`src/rtl/pcn_pkg.sv`:
```
package pcn_pkg;

  typedef enum logic [2:0] {
    K_SEQ  = 3'd0,
    K_JABS = 3'd1,
    K_CABS = 3'd2,
    K_JIND = 3'd3,
    K_CIND = 3'd4,
    K_JREL = 3'd5,
    K_CREL = 3'd6,
    K_RSV  = 3'd7
  } pcn_kind_e;

  typedef enum logic [1:0] {
    SRC_SEQ = 2'd0,
    SRC_ABS = 2'd1,
    SRC_IND = 2'd2,
    SRC_REL = 2'd3
  } pcn_src_e;

  typedef struct packed {
    pcn_src_e src;
    logic     call;
    logic     long_call;
  } pcn_ctrl_t;

endpackage

```
`src/rtl/pcn_decode.sv`:
```
module pcn_decode
  import pcn_pkg::*;
(
  input  logic [2:0] kind_i,
  output pcn_ctrl_t  ctrl_o
);

  pcn_kind_e kind;
  assign kind = pcn_kind_e'(kind_i);

  always_comb begin
    ctrl_o = '{src: SRC_SEQ, call: 1'b0, long_call: 1'b0};
    case (kind)
      K_JABS: ctrl_o.src = SRC_ABS;
      K_CABS: begin
        ctrl_o.src       = SRC_ABS;
        ctrl_o.call      = 1'b1;
        ctrl_o.long_call = 1'b1;
      end
      K_JIND: ctrl_o.src = SRC_IND;
      K_CIND: begin
        ctrl_o.src  = SRC_IND;
        ctrl_o.call = 1'b1;
      end
      K_JREL: ctrl_o.src = SRC_REL;
      K_CREL: begin
        ctrl_o.src  = SRC_REL;
        ctrl_o.call = 1'b1;
      end
      default: ctrl_o.src = SRC_SEQ;
    endcase
  end

endmodule

```
`src/rtl/pcn_arith.sv`:
```
module pcn_arith #(
  parameter int PC_W  = 16,
  parameter int OFS_W = 12
) (
  input  logic [PC_W-1:0]  pc_i,
  input  logic [OFS_W-1:0] ofs_i,
  input  logic             two_word_i,
  input  logic             long_call_i,
  output logic [PC_W-1:0]  seq_o,
  output logic [PC_W-1:0]  rel_o,
  output logic [PC_W-1:0]  ret_o
);

  logic [PC_W-1:0] ofs_ext;

  generate
    if (OFS_W < PC_W) begin : g_extend
      assign ofs_ext = {{(PC_W-OFS_W){ofs_i[OFS_W-1]}}, ofs_i};
    end else begin : g_trunc
      assign ofs_ext = ofs_i[PC_W-1:0];
    end
  endgenerate

  function automatic logic [PC_W-1:0] add_step(input logic [PC_W-1:0] a, input logic two);
    logic [PC_W-1:0] step;
    step = two ? PC_W'(2) : PC_W'(1);
    return a + step;
  endfunction

  function automatic logic [PC_W-1:0] add_rel(input logic [PC_W-1:0] a, input logic [PC_W-1:0] k);
    return a + k + PC_W'(1);
  endfunction

  assign seq_o = add_step(pc_i, two_word_i);
  assign rel_o = add_rel(pc_i, ofs_ext);
  assign ret_o = add_step(pc_i, long_call_i);

endmodule

```
`src/rtl/pcn_select.sv`:
```
module pcn_select
  import pcn_pkg::*;
#(
  parameter int PC_W = 16
) (
  input  pcn_src_e        src_i,
  input  logic [PC_W-1:0] seq_i,
  input  logic [PC_W-1:0] abs_i,
  input  logic [PC_W-1:0] ind_i,
  input  logic [PC_W-1:0] rel_i,
  output logic [PC_W-1:0] next_o
);

  always_comb begin
    case (src_i)
      SRC_ABS: next_o = abs_i;
      SRC_IND: next_o = ind_i;
      SRC_REL: next_o = rel_i;
      default: next_o = seq_i;
    endcase
  end

endmodule

```
`src/rtl/pc_next_unit.sv`:
```
module pc_next_unit
  import pcn_pkg::*;
#(
  parameter int PC_W  = 16,
  parameter int OFS_W = 12
) (
  input  logic             clk,
  input  logic             rst_n,
  input  logic [2:0]       kind_i,
  input  logic             two_word_i,
  input  logic [OFS_W-1:0] rel_ofs_i,
  input  logic [PC_W-1:0]  abs_tgt_i,
  input  logic [PC_W-1:0]  zptr_i,
  output logic [PC_W-1:0]  pc_o,
  output logic [PC_W-1:0]  ret_addr_o,
  output logic             ret_push_o
);

  pcn_ctrl_t       ctrl;
  logic [PC_W-1:0] pc_q;
  logic [PC_W-1:0] seq_tgt;
  logic [PC_W-1:0] rel_tgt;
  logic [PC_W-1:0] ret_addr;
  logic [PC_W-1:0] next_pc;
  logic            take_branch;

  pcn_decode u_dec (
    .kind_i (kind_i),
    .ctrl_o (ctrl)
  );

  pcn_arith #(.PC_W(PC_W), .OFS_W(OFS_W)) u_arith (
    .pc_i        (pc_q),
    .ofs_i       (rel_ofs_i),
    .two_word_i  (two_word_i),
    .long_call_i (ctrl.long_call),
    .seq_o       (seq_tgt),
    .rel_o       (rel_tgt),
    .ret_o       (ret_addr)
  );

  pcn_select #(.PC_W(PC_W)) u_sel (
    .src_i  (ctrl.src),
    .seq_i  (seq_tgt),
    .abs_i  (abs_tgt_i),
    .ind_i  (zptr_i),
    .rel_i  (rel_tgt),
    .next_o (next_pc)
  );

  assign take_branch = (ctrl.src != SRC_SEQ);

  always_ff @(posedge clk) begin
    if (!rst_n) pc_q <= '0;
    else        pc_q <= next_pc;
  end

  assign pc_o       = pc_q;
  assign ret_addr_o = ret_addr;
  assign ret_push_o = ctrl.call;

endmodule

```
`config.mk`:
```
export PLATFORM = sky130hd
export DESIGN_NAME = pc_next_unit
export DESIGN_NICKNAME = d
export VERILOG_FILES = /design/src/rtl/pcn_pkg.sv /design/src/rtl/pcn_decode.sv /design/src/rtl/pcn_arith.sv /design/src/rtl/pcn_select.sv /design/src/rtl/pc_next_unit.sv
export SDC_FILE = /design/constraint.sdc
export NUM_CORES = 1
export LEC_CHECK = 0
export BUFFER_PORTS_ARGS = -buffer_cell sky130_fd_sc_hd__buf_2
export CORE_MARGIN = 4
export CORE_UTILIZATION = 50
export CTS_CLUSTER_SIZE = 16
export DETAILED_ROUTE_END_ITERATION = 6
export PLACE_DENSITY = 0.81
export RECOVER_POWER = 25
export SLEW_MARGIN = 20
export SYNTH_ARGS = -nofsm -noshare
export SYNTH_HDL_FRONTEND = slang
export SYNTH_HIERARCHICAL = 1
export SYNTH_SLANG_ARGS = --single-unit
```
`constraint.sdc`:
```
create_clock -name clk -period 3.6 [get_ports clk]
set_input_delay 0.36 -clock clk [delete_from_list [all_inputs] [get_ports clk]]
set_output_delay 0.36 -clock clk [all_outputs]
set_load 0.05 [all_outputs]
```
Word-level counts from Yosys, hierarchy flattened
Cells that the tools add are included.
{ "totals": {"reg_bits": 16, "inputBits": 50, "elab_cells": 24} }
{ "classes": {"n_addsub": 4, "eq_ne": 9, "mux": 6, "reduce_logical": 4} }
{ "ops": {"columns": ["op", "count"], "rows": [
  ["$add A16 B16 Y16", 3],
  ["$pmux W16 S3", 1],
  ["$add A16 B1 Y16 const B", 1],
  ["$eq A3 B3 Y1 const B", 3],
  ["$eq A3 B2 Y1 const B", 2],
  ["$pmux W2 S3", 1],
  ["$reduce_or A2 Y1", 3],
  ["$eq A2 B2 Y1 const B", 2],
  ["$mux W2", 2],
  ["$eq A3 B1 Y1 const B", 1],
  ["$reduce_or A3 Y1", 1],
  ["$eq A2 B1 Y1 const B", 1],
  ["$mux W1", 2]
]} }

Depth between registers and ports, before layout
Gate-level depths: netlist (run 1).
{ "depth": {"ltp_word": 5, "ltp_mapped": 12} }

Hierarchy
The synthesis (run 1) kept the hierarchy.
{ "by_module_without_submodules": {"columns": ["module", "instances", "cells_per_inst", "area_per_inst_um2", "seq_area_each_um2"], "rows": [
  ["pcn_arith", 1, 183, 1293.7, 0.0],
  ["pc_next_unit", 1, 33, 446.7, 320.3],
  ["pcn_select", 1, 20, 424.2, 0.0],
  ["pcn_decode", 1, 6, 36.3, 0.0]
]} }

Worst setup path before layout (run 1)
No wires, ideal clock.
{ "synth_path": {"path_type": "register -> register", "startpoint": "register pc_q[1] (netlist: pc_o[1])", "endpoint": "register pc_q[15] (netlist: pc_o[15])", "setup_time_ns": 0.116, "arrival_ns": 2.953, "required_ns": 3.484, "path_slack_ns": 0.531, "stages_incl_launch_ff": 10, "period_less_slack_ns": 3.069, "cell_sequence": "dfxtp_1 ha_1 nor2b_1 o2111ai_2 nand3_2 a211o_1 or4_1 and3_1 mux4_1 and2_2"} }
{ "synth_via": {"elab_chain_cells": 3} }
{ "synth_rtl": {"columns": ["item", "line_no", "rtl"], "rows": [
  ["from (decl)", "pc_next_unit.sv:20", "logic [PC_W-1:0] pc_q;"],
  ["from (signal assigned)", "pc_next_unit.sv:55", "else pc_q <= next_pc;"],
  ["$add A16 B16 Y16", "pcn_arith.sv:31", "return a + k + PC_W'(1);"],
  ["$add A16 B1 Y16", "pcn_arith.sv:31", null],
  ["net rel_tgt[15]", "pc_next_unit.sv:22", "logic [PC_W-1:0] rel_tgt;"],
  ["$pmux W16 S3", "pcn_select.sv:15", "case (src_i)"],
  ["net next_pc[15]", "pc_next_unit.sv:24", "logic [PC_W-1:0] next_pc;"]
]} }
The timed path passes the listed nets, and every way through them passes these cells.
A chain may end at the register's enable or synchronous reset.

Worst setup path in the final report (run 1)
{ "layout_path": {"startpoint": "register pc_q[0] (netlist: pc_o[0])", "endpoint": "register pc_q[14] (netlist: pc_o[14])"} }
The elaborated chain is that of the path after synthesis.

==> impl_metrics.ini, run 1 <==
[clocking]
root_buffer = clkbuf_8
ctsHoldBuffers = 0
cts.repair.resized = 0
cts.clk_slew.worst_paths_ps = 70
clk-insertion-delay-late_ps = 250
clock_sinks = 16
cts_setup_buffers = 0
htreeDepth = 1
cts_tree = done
clockBufferDepth = 2
numCtsBuffers = 3

[routing]
drt_iter0_drc = 122
drc_errors = 0
ant_nets = 0
num_vias = 2132
post_drt_wl_per_cell_um = 16.9
first_pass_iters = 4
drt-vias-per-instance = 5.76
totalWireLength_um = 6270

[yosys]
async_flop_share = 0
synth_fp_nets = 314
ys_types = 45
ys.flop_type = dfxtp_1
synth_most_common_cell = xor2_1
synth_top_area_frac = 0.146
synth_area_per_cell_um2 = 9.09
ys_seq_elements = 16
ys_top_cells_by_area = dfxtp_1, ha_1, mux4_2
synth_edf_count = 0
yosys.area.top_type = dfxtp_1
synth_common_cells = xor2_1, nor2_1, ha_1, xnor2_1, dfxtp_1
synth_cells = 242
synthesis.area_um2 = 2200
yosysSeqAreaShare = 0.146
synth-warning-count = 6

[status]
status = complete, no violations

[timing]
worst_clock_skew_ps = 1.75
max_slew.worst_pin.slew_ps = 606
setup_viol = 0
maxSlewViolCount = 0
tns_ps = 0
period_minus_slack_ps = 2980
rsz0062_at_grt = false
maxSlewHeadroom = 0.598
fmax_ghz = 0.336
finalHoldViolCount = 0
layout_worst_path_cycle_share = 0.827

[grt]
grt_pass1_wl_um = 9830
grtUsageMet1 = 0.317
grtUsageMet2 = 0.383
grt_pass1_vias = 2095
grtUsageTotal = 0.230
grt-ovfl-total = 0
grt_util_met3 = 0.0324
grt_max_degree = 17
antenna_found_initial = 0
grt.busiest_layer = met2

[power]
clkPwrFrac = 0.137
seqPwrFrac = 0.219
cellLeakagePower_nw = 1.30
combinationalPowerShare = 0.644
switchingPower_w = 0.000629
peakVddDrop_v = 0.000250
netSwitchingFraction = 0.509
p_int_w = 0.000606
power_w = 0.00124
p_per_area_nw_per_um2 = 463

[die]
num_io_pins = 83
die_w_um = 74.3
num_rows = 23
dieArea_um2 = 5530
start_util = 0.535
core-area_um2 = 4120
die_h_um = 74.3

[worst_setup_path]
arrival_ps = 3130
critical_path_class = flip-flop to flip-flop
required_ps = 3750
cp-end-kind = flip-flop
critPathMaxFanout = 4
worstSetupStartpointType = flip-flop

[layout]
nNetsFinal = 393
diodes = 0
largest_reg_flops = 16
synthToLayoutAreaGrowth_pct = 21.2
final_layout_size_suffix_gt1_frac = 0.328

[run]
maxCapViolations = 0

[hold_path]
hp-class = input pin to flip-flop

[placement]
hpwlAfterDp_um = 4990
place_congestion = 0.930
port_buffers = 82
==> per-layer routing <==
metal,vias up,share of wire
met5,-,0
met3,9,0.094
met2,101,0.47
met1,1003,0.42
li1,1019,-
met4,0,0.010
==> metrics by stage <==
step / worst slack, ps / std cells / util / cell area, µm² / hold WS [ps]
finish: 623 / 370 / 0.648 / 2670 / 517
global route: 456 / 370 / 0.648 / 2670 / 515
CTS: 654 / 370 / 0.652 / 2680 / 512
detailed placement: 613 / 366 / 0.638 / 2630 / 784
global placement: 709 / 366 / 0.638 / 2630 / 777
floorplan: 531 / 242 / - / 2200 / 496
==> cells by family (layout without fill, tap and decap cells) <==
logic type                 count (synthesis)  count (layout)  share of synthesized area
DFF                                       16              16                      0.146
and+or+nand+nor                           85              85                      0.209
AOI/OAI and AO/OA                         33              33                      0.101
adders and majority gates                 22              22                      0.135
buffers and inverters                     26             104                     0.0603
muxes                                     16              16                      0.174
xor gates and xnor gates                  44              44                      0.175
==> cells in the final DEF, fill, tap and decap left out, drive strengths merged, types with 11 or more instances in the layout <==
| master | n |
|---|---|
| inv | 15 |
| dfxtp | 16 |
| ha | 19 |
| and2 | 16 |
| xor2 | 25 |
| xnor2 | 19 |
| mux4 | 16 |
| a21oi | 11 |
| nand2 | 13 |
| buf | 73 |
| clkbuf | 16 |
| nor2 | 22 |
==> worst max-delay path: stages (launching register included) <==
cell	delay, ps
dfxtp_1	360
inv_1	70
ha_1	160
inv_1	50
fa_1	390
a21oi_1	250
o21ai_1	100
a21oi_1	380
o31a_1	230
o21ai_1	80
xor2_1	140
mux4_1	470
and2_2	190
==> final timing paths <==
check | start | endpoint | slack (ps) | cells after the start
min | rst_n | pc_o[11] | 520 | 2
max reg2reg | pc_o[0] | pc_o[14] | 620 | 12
max | pc_o[0] | pc_o[14] | 620 | 12
min reg2reg | pc_o[15] | pc_o[15] | 880 | 3
==> cell type report <==
| class | instances | area (µm²) |
|---|---|---|
| Clock buffer | 4 | 55.1 |
| Sequential cell | 16 | 320 |
| Timing Repair Buffer | 85 | 418 |
| Multi-Input combinational cell | 200 | 1760 |
| Inverter | 15 | 56.3 |
| Tap cell | 50 | 62.6 |
| Fill cell | 362 | 1450 |
==> power groups by stage <==
stage	sequential (W)	clock (W)	combinational, W
2_1_floorplan	0.000353	0	0.000539
3_3_place_gp	0.000272	0	0.000780
3_5_place_dp	0.000273	0	0.000795
4_1_cts	0.000269	0.000173	0.000800
5_1_grt	0.000277	0.000179	0.000849
6_report	0.000270	0.000169	0.000796
Note: power is estimated with default switching activity, not from simulation.
==> inputs of run 2 (changes only) <==
Settings changed: ABC_AREA set to 1, CORE_UTILIZATION 50 to 53, PLACE_DENSITY 0.81 to 0.83.
Clock period 3.6 ns to 2.9 ns, I/O delays scaled along.
==> impl_metrics.ini, run 2 <==
[timing]
setup_viol = 0
period_minus_slack_ps = 2620
maxSlewViolCount = 0
finalHoldViolCount = 0
whs_ps = 368
layout_worst_path_cycle_share = 0.902
tns_ps = 0
rsz0062_at_grt = false
maxSlewHeadroom = 0.593
fmax_ghz = 0.382
max_slew.worst_pin.slew_ps = 613
worst_clock_skew_ps = 4.01

[die]
num_io_pins = 83
num_rows = 25
start_util = 0.551
die_w_um = 78.3
dieArea_um2 = 6130
core-area_um2 = 4750
die_h_um = 78.3

[worst_setup_path]
critPathLaunch = kind_i[0]
cpMaxStageDelayCell = fa_1
reg2reg_setup_slack_ps = 800
cp_cell_sequence = buf_2 -> nor3_1 -> inv_1 -> fa_1 -> nor2_4 -> nand2_2 -> nor2_2 -> nand2_2 -> xnor2_2 -> buf_2
cpLargestDelayFamily = simple AND/OR/NAND/NOR gates
worstSetupStartpointType = input pin
cp.depth = 10
arrival_ps = 2330
cp-end-kind = primary output
regToRegStartpoint = pc_o[0]
critical_path_class = input pin to primary output
worstSetupEndpoint = ret_addr_o[12]
crit_buf_inv = 3
r2r_cells = 16
worst_r2r_endpoint = pc_o[10]
critPathMaxFanout = 5
required_ps = 2610
crit_path_max_incr_delay_ps = 490

[grt]
grt_pass1_wl_um = 12200
grtUsageTotal = 0.240
grt-ovfl-total = 0
antenna_found_initial = 0
grt_max_degree = 24
grt_pass1_vias = 2806

[yosys]
synth_fp_nets = 508
synth_top_area_frac = 0.178
synth_edf_count = 0
synth_cells = 436
ys_top_cells_by_area = nand2_1, dfxtp_1, nand3_1
ys_types = 25
synth_area_per_cell_um2 = 6.00
synth_most_common_cell = nand2_1
synth-warning-count = 6
synth_common_cells = nand2_1, inv_1, nand3_1
yosys.area.top_type = nand2_1
synthesis.area_um2 = 2620
async_flop_share = 0
ys.flop_type = dfxtp_1
yosysSeqAreaShare = 0.122
ys_seq_elements = 16

[layout]
final_layout_size_suffix_gt1_frac = 0.205
diodes = 0
largest_reg_flops = 16
fin_util = 0.639
synthToLayoutAreaGrowth_pct = 16.1
final_cell_mix = nand2_1, inv_1, buf_2
nNetsFinal = 584
final_common_cell = nand2_1

[run]
maxCapViolations = 0

[routing]
ant_nets = 0
num_vias = 2979
drt-vias-per-instance = 5.15
post_drt_wl_per_cell_um = 12.8
drc_errors = 0
totalWireLength_um = 7370
first_pass_iters = 6
drt_iter0_drc = 194

[clocking]
cts_tree = done
htreeDepth = 1
root_buffer = clkbuf_8
cts.repair.resized = 0
cts_setup_buffers = 0
ctsHoldBuffers = 0
clk-insertion-delay-late_ps = 250
cts.clk_slew.worst_paths_ps = 70
clock_sinks = 16
clockBufferDepth = 2
numCtsBuffers = 3

[placement]
port_buffers = 82
hpwlAfterDp_um = 6120
place_congestion = 0.905

[power]
peakVddDrop_v = 0.000189
cellLeakagePower_nw = 1.82
p_per_area_nw_per_um2 = 463

[hold_path]
hp-class = input pin to flip-flop

[status]
status = complete, no violations
==> run 2: worst register-to-register path: stages, from the launching register on <==
cell,delay (ps)
dfxtp_1,360
inv_1,70
ha_1,140
inv_1,70
fa_1,410
nand3_1,110
nand2_1,110
nand2_1,90
nand2_1,90
nand2_1,90
nand2_1,50
nand2_1,50
nand2_1,60
nand3_1,80
nand4_1,110
nand2_2,70
inv_1,30
==> run 2: through the flow <==
| stage | setup slack [ps] | total power [W] | std cells | instance area (µm²) |
|---|---|---|---|---|
| after floorplan | 44.0 | 0.00101 | 436 | 2620 |
| after global placement | 389 | 0.00119 | 574 | 3000 |
| after detailed placement | 316 | 0.00121 | 574 | 3000 |
| after CTS | 314 | 0.00141 | 578 | 3050 |
| after global routing | 175 | 0.00152 | 578 | 3040 |
| final | 285 | 0.00141 | 578 | 3040 |
==> run 2: logic make-up (layout without fill, tap and decap cells) <==
logic type | Yosys count | after routing | share of synthesized area
AOI/OAI and AO/OA | 15 | 15 | 0.0287
xor gates and xnor gates | 34 | 34 | 0.117
adders and majority gates | 22 | 22 | 0.114
buffers and inverters | 94 | 169 | 0.165
DFF | 16 | 16 | 0.122
and+or+nand+nor | 255 | 255 | 0.454
==> run 2: per-layer routing <==
layer  vias to the layer above  part of all wire  GRT usage
met5                         -                 0          0
met4                         0            0.0091     0.0577
met3                        10             0.066     0.0218
met2                       130              0.48      0.426
met1                      1316              0.44      0.314
li1                       1523                 -          -
==> run 2: how the worst min path moves through the flow <==
stage / startpoint / to / slack [ps] / cells past startpoint
floorplan: rst_n / pc_o[0] / 500 / 3
global placement: abs_tgt_i[1] / pc_o[1] / 630 / 5
detailed placement: abs_tgt_i[14] / pc_o[14] / 630 / 5
CTS: abs_tgt_i[14] / pc_o[14] / 370 / 5
global route: abs_tgt_i[14] / pc_o[14] / 390 / 5
finish: zptr_i[9] / pc_o[9] / 370 / 5
==> run 2: final cells by class <==
| type | count | area (µm²) |
|---|---|---|
| Fill cell | 490 | 1720 |
| Inverter | 81 | 304 |
| Multi-Input combinational cell | 326 | 1870 |
| Clock buffer | 4 | 55.1 |
| Tap cell | 67 | 83.8 |
| Sequential cell | 16 | 320 |
| Timing Repair Buffer | 84 | 410 |
==> run 2: report_power, final <==
part	switching [W]	internal, W
Combinational	0.000616	0.000268
Sequential	0.0000695	0.000251
Clock	0.0000824	0.000121
Total	0.000768	0.000639
